===== src/rtl/ring_chk_pkg.sv =====
package ring_chk_pkg;

    localparam int MASK_W = 16;

    // violation bit positions (software decodes these)
    localparam int V_ORDER   = 0;
    localparam int V_XBRACK  = 1;
    localparam int V_NOEXEC  = 2;
    localparam int V_RDRING  = 3;
    localparam int V_RDSEG   = 4;
    localparam int V_ENTRY   = 7;
    localparam int V_CALLHI  = 8;
    localparam int V_CALLLO  = 9;
    localparam int V_CALLUP  = 10;
    localparam int V_XRING   = 12;
    localparam int V_ALARM   = 13;
    localparam int V_LENGTH  = 15;

    typedef enum logic [1:0] {
        ACC_READ     = 2'd0,
        ACC_XFER     = 2'd1,
        ACC_CALL     = 2'd2,
        ACC_READ_ALT = 2'd3
    } acc_class_e;

    typedef enum logic {
        ST_EMPTY = 1'b0,
        ST_HOLD  = 1'b1
    } hold_state_e;

endpackage


===== src/rtl/rc_call_rules.sv =====
module rc_call_rules
    import ring_chk_pkg::*;
#(
    parameter int RING_W = 3,
    parameter int SEG_W  = 15,
    parameter int ADDR_W = 18,
    parameter int EB_W   = 14
) (
    input  logic [RING_W-1:0] br_low,
    input  logic [RING_W-1:0] br_mid,
    input  logic [RING_W-1:0] br_high,
    input  logic              exec_ok,
    input  logic              gate_seg,
    input  logic [EB_W-1:0]   entry_bound,
    input  logic [RING_W-1:0] eff_ring,
    input  logic [RING_W-1:0] proc_ring,
    input  logic [SEG_W-1:0]  proc_seg,
    input  logic [SEG_W-1:0]  tgt_seg,
    input  logic [ADDR_W-1:0] comp_addr,
    input  logic              abs_mode,
    output logic [MASK_W-1:0] mask,
    output logic [RING_W-1:0] ring_adj
);
    logic [ADDR_W-1:0] eb_ext;
    logic              skip_entry;

    assign eb_ext     = ADDR_W'(entry_bound);
    assign skip_entry = gate_seg || ((proc_seg == tgt_seg) && !abs_mode);

    always_comb begin
        mask     = '0;
        ring_adj = eff_ring;
        if (!exec_ok)
            mask[V_NOEXEC] = 1'b1;
        if (!skip_entry && (comp_addr >= eb_ext))
            mask[V_ENTRY] = 1'b1;
        if (eff_ring > br_high)
            mask[V_CALLHI] = 1'b1;
        if (eff_ring < br_low)
            mask[V_CALLLO] = 1'b1;
        if ((eff_ring > proc_ring) && (proc_ring < br_mid))
            mask[V_CALLUP] = 1'b1;
        if (eff_ring > br_mid)
            ring_adj = br_mid;
    end
endmodule


===== config.mk =====
export PLATFORM = sky130hd
export DESIGN_NAME = rc_call_rules
export DESIGN_NICKNAME = d
export VERILOG_FILES = /design/src/rtl/ring_chk_pkg.sv /design/src/rtl/rc_call_rules.sv
export SDC_FILE = /design/constraint.sdc
export NUM_CORES = 1
export LEC_CHECK = 0
export BUFFER_PORTS_ARGS = -buffer_cell sky130_fd_sc_hd__buf_2
export CORE_MARGIN = 2
export CORE_UTILIZATION = 37
export DETAILED_ROUTE_END_ITERATION = 6
export PLACE_DENSITY_LB_ADDON = 0.25
export SLEW_MARGIN = 20
export SYNTH_ARGS = -nofsm -noshare
export SYNTH_HDL_FRONTEND = slang
export SYNTH_SLANG_ARGS = --single-unit
export TNS_END_PERCENT = 30

===== constraint.sdc =====
create_clock -name vclk -period 1.4
set_input_delay 0.07 -clock vclk [all_inputs]
set_output_delay 0.07 -clock vclk [all_outputs]
set_load 0.005 [all_outputs]

==> results of run 1 <==
-- synthesized netlist by cell type, drive strengths merged (2+ instances only) --
library cell  number  share of area
a2111oi            2          0.025
a211oi             2          0.016
a21o               6          0.048
a21oi              8          0.042
a31oi              2          0.013
buf               11          0.087
ha                27           0.36
inv               27           0.11
mux2               3          0.036
nand2              2         0.0079
nand2b             2          0.013
nand3              2          0.011
nand4              6          0.040
nor2               3          0.012
or4                2          0.016
xnor2             12           0.11
xor2               3          0.028
-- placed cells by master, fill, tap and decap left out, types with 3 or more instances in the layout --
| master | netlist | layout |
|---|---|---|
| xor2_1 | 3 | 3 |
| buf_2 | 0 | 83 |
| nand4_1 | 6 | 6 |
| xnor2_1 | 12 | 12 |
| a21oi_1 | 8 | 6 |
| inv_1 | 27 | 25 |
| a21o_1 | 6 | 6 |
| mux2_4 | 0 | 3 |
| buf_6 | 0 | 4 |
| nor2_1 | 3 | 3 |
| conb_1 | 1 | 11 |
| buf_4 | 11 | 8 |
| ha_1 | 27 | 24 |
-- logic make-up (layout without fill, tap and decap cells) --
logic type                 after synthesis  in the layout
and+or+nand+nor                         19             19
other                                    1             11
muxes                                    3              3
AOI/OAI and AO/OA                       22             22
xor gates and xnor gates                15             15
adders and majority gates               27             27
buffers and inverters                   38            123
-- routing by layer --
metal | wire length (um) | part of all wire | global-route usage
met1 | 876 | 0.38 | 0.149
met2 | 1190 | 0.51 | 0.267
met3 | 261 | 0.11 | 0.0273
met4 | 12 | 0.0051 | 0.00833
met5 | 0 | 0 | 0
-- per-stage QoR --
stage,power [mW],utilization,hold slack [ps],instances
floorplan,0.215,-,167,135
global placement,0.384,0.586,347,250
detailed placement,0.387,0.586,350,250
CTS,0.408,0.603,352,250
global route,0.509,0.628,374,250
finish,0.446,0.628,351,250
-- power groups by stage --
stage                     combinational [mW]  sequential [mW]  clock, mW
after global routing                   0.509                0          0
final                                  0.446                0          0
after detailed placement               0.387                0          0
after floorplan                        0.215                0          0
after global placement                 0.384                0          0
after CTS                              0.408                0          0
-- final cells by class --
type / instances / area, um2 / share of cell area
Timing Repair Buffer: 96 / 536 / 0.347
Multi-Input combinational cell: 97 / 863 / 0.560
Tap cell: 30 / 37.5 / 0.0243
Inverter: 27 / 106 / 0.0689
-- path summary, 6_finish.rpt --
path	startpoint	to	slack, ps	cells past startpoint
max	br_mid[1]	ring_adj[1]	-40	9
min	exec_ok	mask[2]	350	3
-- timing repair --
item                       4_1_cts  5_1_grt
setup endpoints to repair        4        5
resized for setup                7       16
pin swaps                        5        5
cloned                           0        0
==> results.md, run 1 <==
- HPWL after DPL: 2130 um
- Tmin final: 1440 ps
- P_leak: 0.935 nW
- Largest family of logic cells by synthesized area: adder cells
- Layout area overhead: 63.1%
- First-pass GRT wire length: 3100 um
- Worst setup EP type: output pin
- Synth Area in XOR/XNOR: 0.139
- MaxCap Viol Count: 0
- Post-synthesis sequential area ratio: 0
- CTS Hold Buffers Added: 0
- Filler Cells Inserted: 221
- Share of layout cells above drive strength 1: 0.500
- Buffers on Ports: 88
- Post-Syn Area per Cell: 7.57 um2
- Post-Syn Instances: 125
- Power share of the clock group: 0
- Grt ovf: 0
- Pint: 0.264 mW
- Drt wl/cell: 9.34 um
- Switching Power: 0.182 mW
- Placed cell area: 1440 um2
- WP buf/inv: 4
- Worst path required time: 1330 ps
- Pwr/cell area: 289 nW/um2
- Worst Hold Class: input port to output pin
- Simple-Gate Fraction of Synth Area: 0.112
- Post-CTS Setup Bufs: 0
- Vias: 1,139
- Post-synthesis mux area share: 0.0357
- Die area: 2980 um2
- Setup WS post-layout: -44.1 ps
- CP max stage delay: 300 ps
- Setup violators final: 3
- CP max stage cell: mux2_4
- ANT cells: 0
- Crit-path cells: buf_8, inv_6, ha_4, a21o_1, a21oi_2, a31oi_1, buf_4, mux2_4, buf_6
- Unique cell type count in the Yosys netlist: 23
- Die X: 54.6 um
- Placer Congestion: 0.723
- Vias per inst: 4.56
- DRC: 0
- Antenna-violating nets left: 0
- CP max FO: 3
- Status: complete, but fails checks
- Post-Synthesis Cell Area: 946 um2
- Arrival time worst endpoint: 1370 ps
- Routed WL: 2340 um
- Logic pwr share: 1.000
- Sw frac: 0.408
- Failing checks: setup timing
- Synth Area in Compound Gates: 0.157
- Fmax: 0.692 GHz
- Vias in the first global route: 893
- Flop pwr share: 0
- Drt first-iter violations: 1
- WS Path Type: input port to output pin
- Synth warnings: 0
- Number of antenna violations at the first check in global routing: 0
- Final Cell Area: 1540 um2
- CLK BUF: 0
- Drt pass-1 iters: 4
- Core area: 2450 um2
- Top Ports: 99
- Initial Utilization: 0.385
- CP startpoint kind: input port
- RSZ-0062 raised after global routing: yes
- Largest net degree at the start of global routing: 5
- Pre-CTS setup slack: -80.8 ps
- Reg area: 0 um2
- Total Nets Final: 329
- Final period util: 1.03
- CP top delay family: buffers and inverters
- Adder-cell share of the synthesized area: 0.357
- Final TNS setup: -115 ps
- Seq cells: 0
- Rows: 18
- Die Y-Extent: 54.6 um
- Slew Viols, Final: 0
- VDD IR max: 0.202 mV
- Final Hold Fails: 0
- Global Route Usage Sum: 0.134
Power figures use the tool's default switching activity.
==> run 2: changes to the inputs <==
--- a/config.mk
+++ b/config.mk
@@ -5,9 +5,10 @@
 export SDC_FILE = /design/constraint.sdc
 export NUM_CORES = 1
 export LEC_CHECK = 0
+export ABC_AREA = 1
 export BUFFER_PORTS_ARGS = -buffer_cell sky130_fd_sc_hd__buf_2
 export CORE_MARGIN = 2
-export CORE_UTILIZATION = 37
+export CORE_UTILIZATION = 41
 export DETAILED_ROUTE_END_ITERATION = 6
 export PLACE_DENSITY_LB_ADDON = 0.25
 export SLEW_MARGIN = 20
==> run 2 against run 1 <==
Compared with the run above:
- the run now ends clean
- maximum frequency increased by 18%
- cell count increased by 35%
- power decreased by 7.6%
- worst setup slack improved by 220 ps
- clock-buffer cell count unchanged
- synthesized cell count increased by 76%
==> results.md, run 2 <==
- Status: finished clean (was complete, but fails checks)
- Synth warnings: 0 (unchanged)
- ANT cells: 0 (unchanged)
- Logic pwr share: 1.000 (about the same)
- CP startpoint kind: input port (unchanged)
- Vias: 1,416 (was 1,139)
- Pwr/cell area: 256 nW/um2 (was 289 nW/um2)
- CP max stage cell: ha_1 (was mux2_4)
- Most common cell after layout, fill and taps aside: buf_2 (unchanged)
- Unique cell type count in the Yosys netlist: 19 (was 23)
- Worst setup EP type: output pin (unchanged)
- Number of antenna violations at the first check in global routing: 0 (unchanged)
- Synth top cells by count: nand2_1, inv_1, ha_1, nor2_1, buf_4 (was ha_1, inv_1, xnor2_1, buf_4, a21oi_1)
- Placer Congestion: 0.749 (was 0.723)
- Post-cts sizing count: 0 (was 7)
- Routed WL: 2480 um (was 2340 um)
- Flop pwr share: 0 (about the same)
- CLK BUF: 0 (unchanged)
- Share of layout cells above drive strength 1: 0.300 (was 0.500)
- Switching Power: 0.202 mW (was 0.182 mW)
- Final TNS setup: 0 ps (was -115 ps)
- WL met2: 1200 um (was 1190 um)
- Most frequent cell after synthesis: nand2_1
- Fmax: 0.819 GHz (was 0.692 GHz)
- First-pass GRT wire length: 4430 um (was 3100 um)
- Grt ovf: 0 (unchanged)
- WP buf/inv: 3 (was 4)
- Filler Cells Inserted: 304 (was 221)
- Core area: 2730 um2 (was 2450 um2)
- CP max stage delay: 280 ps (was 300 ps)
- HPWL after DPL: 2320 um (was 2130 um)
- Total Nets Final: 416 (was 329)
- Vias per inst: 4.19 (was 4.56)
- Rows: 19 (was 18)
- Seq cells: 0 (unchanged)
- DRC: 0 (unchanged)
- Largest net degree at the start of global routing: 7 (was 5)
- Pint: 0.210 mW (was 0.264 mW)
- Drt pass-1 iters: 4 (unchanged)
- Die Y-Extent: 57.3 um (was 54.6 um)
- Most frequent cells in the layout: buf_2, nand2_1, inv_1 (was buf_2, inv_1, ha_1)
- Drt first-iter violations: 31 (was 1)
- Sw frac: 0.490 (was 0.408)
- Pre-CTS setup slack: 173 ps (was -80.8 ps)
- Slew Viols, Final: 0 (unchanged)
- Final period util: 0.872 (was 1.03)
- Hold Path Origin: exec_ok (unchanged)
- Layout area overhead: 38.3% (was 63.1%)
- Met3 WL: 197 um (was 261 um)
- Multi-input gate area in the final layout: 897 um2 (was 863 um2)
- Arrival time worst endpoint: 1150 ps (was 1370 ps)
- WS Path Type: input port to output pin (unchanged)
- Die area: 3290 um2 (was 2980 um2)
- Post-Syn Instances: 220 (was 125)
- Reg area: 0 um2 (unchanged)
- CP max FO: 2 (was 3)
- Post-CTS Setup Bufs: 0 (unchanged)
- Antenna-violating nets left: 0 (unchanged)
- Largest area contributor in the netlist: ha_1 (unchanged)
- Vias in the first global route: 1,229 (was 893)
- Overall Power: 0.412 mW (was 0.446 mW)
- MaxCap Viol Count: 0 (unchanged)
- Final non-filler cell total: 338 (was 250)
- RSZ-0062 raised after global routing: no (was yes)
- Crit-path cells: buf_2, inv_1, ha_1, nand2_1, nor2_1, nand4_1, nor2_1, nor2_1, a21oi_2, buf_2 (was buf_8, inv_6, ha_4, a21o_1, a21oi_2, a31oi_1, buf_4, mux2_4, buf_6)
- Post-Synthesis Cell Area: 1170 um2 (was 946 um2)
- CP top delay family: simple AND/OR/NAND/NOR gates (was buffers and inverters)
- Placed insts: 338 (was 250)
- Top cell by count, worst path: nor2_1
- CTS Hold Buffers Added: 0 (unchanged)
- Power share of the clock group: 0 (about the same)
- P_leak: 1.20 nW (was 0.935 nW)
- Global Route Usage Sum: 0.155 (was 0.134)
- Final Hold Fails: 0 (unchanged)
- Synth top area share: 0.290 (was 0.357)
- Met1 WL: 1080 um (was 876 um)
- VDD IR max: 0.196 mV (was 0.202 mV)
- Worst Hold Class: input port to output pin (unchanged)
- Post-synthesis sequential area ratio: 0 (unchanged)
- Tmin final: 1220 ps (was 1440 ps)
- Worst path required time: 1330 ps (about the same)
- Die X: 57.3 um (was 54.6 um)
- Initial Utilization: 0.427 (was 0.385)
- Setup violators final: 0 (was 3)
- Ranking of synthesized cells by area: ha_1, nand2_1, inv_1, buf_4, nor2_1 (was ha_1, xnor2_1, inv_1, buf_4, a21o_1)
- Highest metal used: met3 (was met4)
- Top Ports: 99 (unchanged)
- Drt wl/cell: 7.33 um (was 9.34 um)
- Post-Syn Area per Cell: 5.30 um2 (was 7.57 um2)
- Crit path from: entry_bound[9] (was br_mid[1])
- Buffers on Ports: 88 (unchanged)
- Setup WS post-layout: 179 ps (was -44.1 ps)
[run 2: cell types whose count changed after synthesis, sizes merged, moves of 4 or more]
| cell | previous run | this run |
|---|---|---|
| o21ai | 1 | 6 |
| nor2 | 3 | 19 |
| xnor2 | 12 | 0 |
| a21o | 6 | 1 |
| nand4 | 6 | 2 |
| inv | 27 | 63 |
| nand2 | 2 | 72 |
[run 2: final cells by class]
cell class,instances,share of cell area
Inverter,63,0.147
Multi-Input combinational cell,156,0.556
Tap cell,31,0.0240
Timing Repair Buffer,88,0.273
[run 2: final timing paths]
check	endpoint	slack, ps	cells after the start
setup / recovery	mask[7]	180	10
hold / removal	mask[2]	350	3
[run 2: worst min-delay path, stage by stage]
cell and delay [ps]:
buf_2 70, inv_1 30, buf_2 110
[run 2: kinds of logic after synthesis]
group                      synth area share
buffers and inverters                 0.274
AOI/OAI and AO/OA                     0.115
adders and majority gates             0.290
other                               0.00322
and+or+nand+nor                       0.319
[run 2: power groups by stage]
stage	combinational (mW)	clock [mW]	sequential, mW
finish	0.412	0	0
global route	0.495	0	0
CTS	0.411	0	0
detailed placement	0.409	0	0
global placement	0.402	0	0
floorplan	0.248	0	0
[run 2: layer usage]
layer / GRT usage / vias up
li1: - / 812
met1: 0.180 / 555
met2: 0.319 / 49
met3: 0.0159 / 0
met4: 0 / 0
met5: 0 / -
[run 2: through the flow]
stage / util / hold slack [ps] / cell area [um2]
after floorplan: - / 167 / 1200
after global placement: 0.585 / 347 / 1600
after detailed placement: 0.585 / 351 / 1600
after CTS: 0.585 / 351 / 1600
after global routing: 0.590 / 371 / 1610
final: 0.590 / 349 / 1610
==> run 3: changes to the inputs <==
--- a/config.mk
+++ b/config.mk
@@ -10,6 +10,7 @@
 export CORE_MARGIN = 2
 export CORE_UTILIZATION = 41
 export DETAILED_ROUTE_END_ITERATION = 6
+export MAX_ROUTING_LAYER = met4
 export PLACE_DENSITY_LB_ADDON = 0.25
 export SLEW_MARGIN = 20
 export SYNTH_ARGS = -nofsm -noshare
==> run 3 against run 2 <==
Compared with the run above:
- die area unchanged
- global-route usage up 0.47 points
- critical path depth unchanged
- final area unchanged
- clock-buffer cell count unchanged
- maximum frequency unchanged
- power about the same
==> results.md, run 3 (same netlist as run 2, synthesis figures left out) <==
- Status: finished clean (unchanged)
- DRC: 0 (unchanged)
- Die X: 57.3 um (unchanged)
- Most frequent cells in the layout: buf_2, nand2_1, inv_1 (unchanged)
- Vias per inst: 4.19 (unchanged)
- Fmax: 0.819 GHz (unchanged)
- P_leak: 1.20 nW (unchanged)
- WP buf/inv: 3 (unchanged)
- Final Hold Fails: 0 (unchanged)
- Drt wl/cell: 7.33 um (unchanged)
- CLK BUF: 0 (unchanged)
- Seq cells: 0 (unchanged)
- Rows: 19 (unchanged)
- Placer Congestion: 0.758 (was 0.749)
- Pwr/cell area: 256 nW/um2 (about the same)
- VDD IR max: 0.196 mV (unchanged)
- CP startpoint kind: input port (unchanged)
- First-pass GRT wire length: 4430 um (unchanged)
- HPWL after DPL: 2320 um (unchanged)
- Overall Power: 0.412 mW (about the same)
- Hold WS: 349 ps (unchanged)
- Arrival time worst endpoint: 1150 ps (about the same)
- Total Nets Final: 416 (unchanged)
- Vias: 1,416 (unchanged)
- Layout area overhead: 38.3% (unchanged)
- Tmin final: 1220 ps (unchanged)
- Initial Utilization: 0.427 (unchanged)
- CP max FO: 2 (unchanged)
- Vias in the first global route: 1,229 (unchanged)
- RSZ-0062 raised after global routing: no (unchanged)
- Number of antenna violations at the first check in global routing: 0 (unchanged)
- Most common cell after layout, fill and taps aside: buf_2 (unchanged)
- Share of layout cells above drive strength 1: 0.300 (unchanged)
- Drt pass-1 iters: 4 (unchanged)
- Placed insts: 338 (unchanged)
- Final TNS setup: 0 ps (unchanged)
- Pre-CTS setup slack: 173 ps (unchanged)
- Final period util: 0.872 (unchanged)
- Final non-filler cell total: 338 (unchanged)
- MaxCap Viol Count: 0 (unchanged)
- WS Path Type: input port to output pin (unchanged)
- Routed WL: 2480 um (unchanged)
- Crit-path cells: buf_2, inv_1, ha_1, nand2_1, nor2_1, nand4_1, nor2_1, nor2_1, a21oi_2, buf_2 (unchanged)
- Die area: 3290 um2 (unchanged)
- Post-CTS Setup Bufs: 0 (unchanged)
- CP max stage delay: 280 ps (about the same)
- Grt ovf: 0 (unchanged)
- Final Util: 0.590 (unchanged)
- Core area: 2730 um2 (unchanged)
- CP top delay family: simple AND/OR/NAND/NOR gates (unchanged)
- Worst setup EP type: output pin (unchanged)
- Drt first-iter violations: 31 (unchanged)
- CP max stage cell: ha_1 (unchanged)
- Top cell by count, worst path: nor2_1 (unchanged)
- Die Y-Extent: 57.3 um (unchanged)
- Final Cell Area: 1610 um2 (unchanged)
- Setup WS post-layout: 179 ps (unchanged)
- ANT cells: 0 (unchanged)
- Buffers on Ports: 88 (unchanged)
- Worst Hold Class: input port to output pin (unchanged)
- Worst path required time: 1330 ps (about the same)
- Largest net degree at the start of global routing: 7 (unchanged)
- Slew Viols, Final: 0 (unchanged)
- Antenna-violating nets left: 0 (unchanged)
- Setup violators final: 0 (unchanged)
- Global Route Usage Sum: 0.160 (was 0.155)
- Top Ports: 99 (unchanged)
- Placed cell area: 1600 um2 (unchanged)
- Reg area: 0 um2 (unchanged)
run 3: cell counts in the layout (fill, tap and decap cells not counted):
No cell type changed its count.
run 3: path summary, 6_finish.rpt:
kind | cells past startpoint | from | to
min | 3 | exec_ok | mask[2]
max | 10 | entry_bound[9] | mask[7]
run 3: per-layer routing:
layer,wire [um],GRT usage
met3,191,0.0136
met1,1090,0.181
met4,0,0
met5,0,-
met2,1200,0.319
run 3: report_power, final:
part / leakage, nW / switching [mW] / total (mW) / internal (mW)
combinational: 1.20 / 0.202 / 0.412 / 0.210
sequential: 0 / 0 / 0 / 0
clock: 0 / 0 / 0 / 0
total: 1.20 / 0.202 / 0.412 / 0.210
run 3: repair_timing:
item	in CTS	in global routing
hold buffers	0	0
setup endpoints to repair	0	3
gates resized for setup	0	4
run 3: area by class of cell:
class,instances,area (um2)
inverters,63,236
multi-input cells,156,897
well taps,31,38.8
repair buffers,88,440
fillers,304,1120
